===== src/rtl/wma_pkg.sv =====
package wma_pkg;

    // Controls shared by every sub-port of one wide access.
    typedef struct packed {
        logic rd_go;
        logic rd_clr;
        logic wr_go;
    } wma_ctrl_t;

    // Next action of a registered read output.
    typedef enum logic [1:0] {
        RD_HOLD  = 2'd0,
        RD_LOAD  = 2'd1,
        RD_CLEAR = 2'd2
    } wma_rd_act_e;

    // True when the low n bits of an address are all zero.
    function automatic logic low_bits_zero(input logic [31:0] addr, input int unsigned n);
        logic [31:0] mask;
        mask = (32'd1 << n) - 32'd1;
        return (addr & mask) == 32'd0;
    endfunction

endpackage


===== src/rtl/wma_align_guard.sv =====
module wma_align_guard
    import wma_pkg::*;
#(
    parameter int ADDR_W = 6,
    parameter int LOG_R  = 2
) (
    input  logic              clk,
    input  logic              rst,
    input  logic              rd_en,
    input  logic              rd_clr,
    input  logic [ADDR_W-1:0] rd_addr,
    input  logic              wr_en,
    input  logic [ADDR_W-1:0] wr_addr,
    output wma_ctrl_t         ctrl,
    output logic              align_err
);
    logic rd_ok, wr_ok, bad_now;

    always_comb begin
        rd_ok       = low_bits_zero(32'(rd_addr), LOG_R);
        wr_ok       = low_bits_zero(32'(wr_addr), LOG_R);
        ctrl.rd_go  = rd_en & rd_ok;
        ctrl.wr_go  = wr_en & wr_ok;
        ctrl.rd_clr = rd_clr;
        bad_now     = (rd_en & ~rd_ok) | (wr_en & ~wr_ok);
    end

    always_ff @(posedge clk) begin
        if (rst)
            align_err <= 1'b0;
        else if (bad_now)
            align_err <= 1'b1;
    end
endmodule


===== src/rtl/wma_splitter.sv =====
module wma_splitter #(
    parameter int ADDR_W = 6,
    parameter int WORD_W = 8,
    parameter int RATIO  = 4,
    localparam int LOG_R = $clog2(RATIO),
    localparam int GRP_W = ADDR_W - LOG_R
) (
    input  logic [GRP_W-1:0]                   rd_group,
    input  logic [GRP_W-1:0]                   wr_group,
    input  logic [RATIO*WORD_W-1:0]            wide_wdata,
    input  logic [RATIO*WORD_W-1:0]            wide_wbits,
    output logic [RATIO-1:0][ADDR_W-1:0]       sub_raddr,
    output logic [RATIO-1:0][ADDR_W-1:0]       sub_waddr,
    output logic [RATIO-1:0][WORD_W-1:0]       sub_wdata,
    output logic [RATIO-1:0][WORD_W-1:0]       sub_wbits
);
    // Sub-port 0 is the lead; the rest are continuations that differ only in
    // the sub-word index carried in the low address bits.
    for (genvar k = 0; k < RATIO; k++) begin : g_sub
        assign sub_raddr[k] = {rd_group, LOG_R'(k)};
        assign sub_waddr[k] = {wr_group, LOG_R'(k)};
        assign sub_wdata[k] = wide_wdata[k*WORD_W +: WORD_W];
        assign sub_wbits[k] = wide_wbits[k*WORD_W +: WORD_W];
    end
endmodule


===== src/rtl/wma_narrow_mem.sv =====
module wma_narrow_mem
    import wma_pkg::*;
#(
    parameter int DEPTH  = 64,
    parameter int WORD_W = 8,
    parameter int PORTS  = 4,
    localparam int ADDR_W = $clog2(DEPTH)
) (
    input  logic                         clk,
    input  logic                         rst,
    input  wma_ctrl_t                    ctrl,
    input  logic [PORTS-1:0][ADDR_W-1:0] raddr,
    input  logic [PORTS-1:0][ADDR_W-1:0] waddr,
    input  logic [PORTS-1:0][WORD_W-1:0] wdata,
    input  logic [PORTS-1:0][WORD_W-1:0] wbits,
    output logic [PORTS-1:0][WORD_W-1:0] rword
);
    logic [WORD_W-1:0] mem [DEPTH];
    wma_rd_act_e       act;

    always_comb begin
        if (ctrl.rd_clr)
            act = RD_CLEAR;
        else if (ctrl.rd_go)
            act = RD_LOAD;
        else
            act = RD_HOLD;
    end

    // Write ports of one wide access always hit distinct words.
    always_ff @(posedge clk) begin
        if (rst) begin
            for (int a = 0; a < DEPTH; a++)
                mem[a] <= '0;
        end else if (ctrl.wr_go) begin
            for (int p = 0; p < PORTS; p++)
                for (int b = 0; b < WORD_W; b++)
                    if (wbits[p][b])
                        mem[waddr[p]][b] <= wdata[p][b];
        end
    end

    // Registered read ports; reads see the array before this edge's write.
    for (genvar p = 0; p < PORTS; p++) begin : g_rd
        always_ff @(posedge clk) begin
            if (rst)
                rword[p] <= '0;
            else begin
                case (act)
                    RD_CLEAR: rword[p] <= '0;
                    RD_LOAD:  rword[p] <= mem[raddr[p]];
                    default:  rword[p] <= rword[p];
                endcase
            end
        end
    end
endmodule


===== src/rtl/wide_mem_adapter.sv =====
module wide_mem_adapter
    import wma_pkg::*;
#(
    parameter int WORD_W = 8,
    parameter int RATIO  = 4,
    parameter int DEPTH  = 64,
    localparam int ADDR_W = $clog2(DEPTH),
    localparam int LOG_R  = $clog2(RATIO),
    localparam int WIDE_W = WORD_W * RATIO
) (
    input  logic              clk,
    input  logic              rst,
    input  logic              rd_en,
    input  logic              rd_clr,
    input  logic [ADDR_W-1:0] rd_addr,
    output logic [WIDE_W-1:0] rd_data,
    input  logic              wr_en,
    input  logic [ADDR_W-1:0] wr_addr,
    input  logic [WIDE_W-1:0] wr_data,
    input  logic [WIDE_W-1:0] wr_bits,
    output logic              align_err
);
    wma_ctrl_t                         ctrl;
    logic [RATIO-1:0][ADDR_W-1:0]      sub_raddr, sub_waddr;
    logic [RATIO-1:0][WORD_W-1:0]      sub_wdata, sub_wbits, sub_rword;

    wma_align_guard #(.ADDR_W(ADDR_W), .LOG_R(LOG_R)) u_guard (
        .clk(clk), .rst(rst),
        .rd_en(rd_en), .rd_clr(rd_clr), .rd_addr(rd_addr),
        .wr_en(wr_en), .wr_addr(wr_addr),
        .ctrl(ctrl), .align_err(align_err)
    );

    wma_splitter #(.ADDR_W(ADDR_W), .WORD_W(WORD_W), .RATIO(RATIO)) u_split (
        .rd_group(rd_addr[ADDR_W-1:LOG_R]),
        .wr_group(wr_addr[ADDR_W-1:LOG_R]),
        .wide_wdata(wr_data), .wide_wbits(wr_bits),
        .sub_raddr(sub_raddr), .sub_waddr(sub_waddr),
        .sub_wdata(sub_wdata), .sub_wbits(sub_wbits)
    );

    wma_narrow_mem #(.DEPTH(DEPTH), .WORD_W(WORD_W), .PORTS(RATIO)) u_mem (
        .clk(clk), .rst(rst), .ctrl(ctrl),
        .raddr(sub_raddr), .waddr(sub_waddr),
        .wdata(sub_wdata), .wbits(sub_wbits),
        .rword(sub_rword)
    );

    // Sub-port k lands in bits [k*WORD_W +: WORD_W].
    assign rd_data = sub_rword;
endmodule


===== config.mk =====
export PLATFORM = sky130hd
export DESIGN_NAME = wide_mem_adapter
export DESIGN_NICKNAME = d
export VERILOG_FILES = /design/src/rtl/wma_pkg.sv /design/src/rtl/wma_align_guard.sv /design/src/rtl/wma_splitter.sv /design/src/rtl/wma_narrow_mem.sv /design/src/rtl/wide_mem_adapter.sv
export SDC_FILE = /design/constraint.sdc
export NUM_CORES = 1
export LEC_CHECK = 0
export ABC_AREA = 1
export ABC_CLOCK_PERIOD_IN_PS = 4900
export CAP_MARGIN = 20
export CORE_MARGIN = 8
export CORE_UTILIZATION = 25
export CTS_BUF_LIST = sky130_fd_sc_hd__clkbuf_2
export CTS_CLUSTER_SIZE = 14
export DETAILED_ROUTE_END_ITERATION = 16
export REMOVE_ABC_BUFFERS = 1
export SLEW_MARGIN = 20
export SYNTH_ARGS = -nofsm -noshare
export SYNTH_HDL_FRONTEND = slang
export SYNTH_SLANG_ARGS = --single-unit

===== constraint.sdc =====
create_clock -name clk -period 4.9 [get_ports clk]
set_clock_uncertainty 0.2 [all_clocks]
set_input_delay 0.735 -clock clk [delete_from_list [all_inputs] [get_ports clk]]
set_output_delay 0.735 -clock clk [all_outputs]
set_load 0.01 [all_outputs]

==> flow_summary.ini <==
[logic_synthesis]
syn_inst = 3294
synth_top_area_share_pct = 52.8
synth_top_flop_cell = edfxtp_1
synthTopCellsByArea = edfxtp_1 (53%), nand2_1 (11%), nor3_1 (8.8%)
ys_warn_count = 0
synth_edf_count = 512
synth_cell_types = 21
avgSynthCellArea_um2 = 8.84
yosys-top-cells-count = nand2_1 (885), edfxtp_1 (512), nor3_1 (512), o21ai_0 (391), nand3_1 (321)
synth-async-reset-ratio_pct = 0
yosysSeqAreaShare_pct = 55.1
syn-cell-area_um2 = 29100
synth_top_cell_by_area = edfxtp_1
synth_most_common_cell = nand2_1
ys_ff_latch = 545

[critical_path]
crit_path_max_incr_delay_ps = 880
worstSetupEndpointType = flip-flop
cp.required_ps = 5950
startpoint_type = input port
critPathSlowestCell = inv_2
path_cells = dlygate4sd3_1 > buf_2 > buf_4 > inv_2 > nand3_1 > nand2_1 > nand2_1 > dlygate4sd3_1 > a21oi_1 > dlygate4sd3_1
crit_fanout = 33
crit_top_cell = dlygate4sd3_1
setup.worst_path.class = in2reg
timing.critical_path.arrival_ps = 4350

[floorplan]
fp.dieArea_um2 = 128000
die_y_um = 357
core_area_um2 = 116000
placementRows = 125
start_util_pct = 25.1
ios = 114
die_w_um = 357

[place]
dp_hpwl_um = 43300
place_area_um2 = 30300
portBuffers = 113
gp_congestion = 0.725

[clocking]
clk_pin_slew_ps = 110
h-tree-depth = 4
cts_tree = done
post_cts_buffers = 0
cts.path.max_buffers = 3
ctsRootBufferMaster = clkbuf_2
cts_buffers = 154
clk_latency_ps = 1310
clock-sinks = 545

[route]
m1WireLength_um = 37500
top_layer = met5
antenna_left = 0
dr.first_iter.drc_count = 2175
routed_wl_um = 85800
viasPerCell = 4.92
drtPass1Iterations = 6
drc = 0
wl_met2_um = 40700
wl_per_cell_um = 17.6
dr_wl_met3_um = 5810
vias = 24000

[layout]
final_area_um2 = 32100
final_util_pct = 27.7
layout.nets = 3295
syn_to_final_growth_pct = 10.2
drive_gt1_share_pct = 10.0

[grt]
grt_pass1_vias = 22700
track_usage_pct = 13.1
grt_max_degree = 304
antenna_found_initial = 8
grt_overflow = 0
grt_pass1_wl_um = 132000

[power]
p_leak_nw = 11.1
vdd_drop_max_mv = 0.206
power_density_nw_per_um2 = 311

[sta]
fin_crit_sh_pct = 67.2
hold_viol_final = 0
worst_pin_slew_ps = 1090
min_period_ps = 3290
rsz0062_at_grt = false
setup_violations = 0
slew_violations = 0
max_freq_mhz = 304
slew_headroom_pct = 27.3

[min_path]
hp-class = in2reg

[run_status]
outcome = finished clean

[job]
maxCapViolations = 0
## stage by stage
stage                     TNS [ps]  power, mW  std cells  worst slack [ps]  hold WS [ps]
final                            0       9.97       4865              1610           195
after global routing             0       10.4       4863              1490           139
after CTS                        0       10.1       4858              1420          3.58
after detailed placement         0       6.49       4556              1230           257
after global placement           0       6.46       4556              1340           254
after floorplan            -356650       6.05       2896             -1140           284
## placed cells by master, fill, tap and decap left out, types with 2 or more instances in the layout
cell type        instances
a21oi_1                 32
buf_12                   9
buf_2                    2
buf_4                   16
bufinv_16                5
clkbuf_2               238
clkdlybuf4s50_1        108
clkinv_1                26
clkinvlp_4               2
dfxtp_1                 33
diode_2                  6
dlygate4sd3_1           25
edfxtp_1               512
inv_1                   41
inv_2                    6
nand2_1                869
nand2_4                 46
nand3_1                321
nor2_1                   6
nor3_1                 512
o21ai_0                391
o21ai_1                124
## area by class of cell
cell class / count / area (um2)
antenna: 6 / 15.0
tap: 1524 / 1910
fill: 12300 / 83800
multi-input combinational: 2305 / 10800
inverter: 46 / 195
clock buffer: 238 / 1190
timing repair buffer: 162 / 1680
clock inverter: 39 / 292
sequential: 545 / 16000
## power breakdown
group | switching [mW] | leakage (nW) | internal, mW
logic | 0.742 | 4.81 | 0.301
registers | 0.0592 | 5.13 | 5.29
clock network | 2.03 | 1.13 | 1.55
## state kept, by name, summed over array words and instances, names as in the netlist
signal             cells
u_mem.mem            512
u_mem.rword           32
u_guard.align_err      1
## cells by family (layout without fill, tap and decap cells)
| logic type | Yosys count | count (layout) | share of synthesized area, % |
|---|---|---|---|
| flip-flops | 545 | 545 | 55.1 |
| AO/OA/AOI/OAI | 548 | 548 | 9.43 |
| AND/OR/NAND/NOR | 1757 | 1757 | 27.1 |
| other | 0 | 6 | 0 |
| buffers and inverters | 444 | 485 | 8.43 |
## worst max-delay path, delay by kind of cell
kind | cells | cell delay, ps
AND/OR/NAND/NOR | 3 | 460
buffers and inverters | 6 | 3000
AO/OA/AOI/OAI | 1 | 120
## metal layers
layer	track usage, %	vias up
li1	-	11400
met1	17.1	11600
met2	21.6	812
met3	2.61	147
met4	4.54	4
met5	0	-
## path summary, 6_finish.rpt
path                     startpoint                to  slack (ps)  cells after the start
hold reg to reg      u_mem.rword[5]    u_mem.rword[5]         270                      2
hold / removal          wr_bits[15]  u_mem.mem[3][15]         190                      3
setup / recovery         rd_addr[4]   u_mem.rword[18]        1610                     10
setup reg to reg  u_mem.mem[15][18]   u_mem.rword[18]        1950                     11
## repair_timing
item	4_1_cts	5_1_grt
endpoints found under the hold margin	247	0
setup endpoints to repair	0	0
hold buffers	25	0
gates resized for setup	0	0
Power figures use the tool's default switching activity.
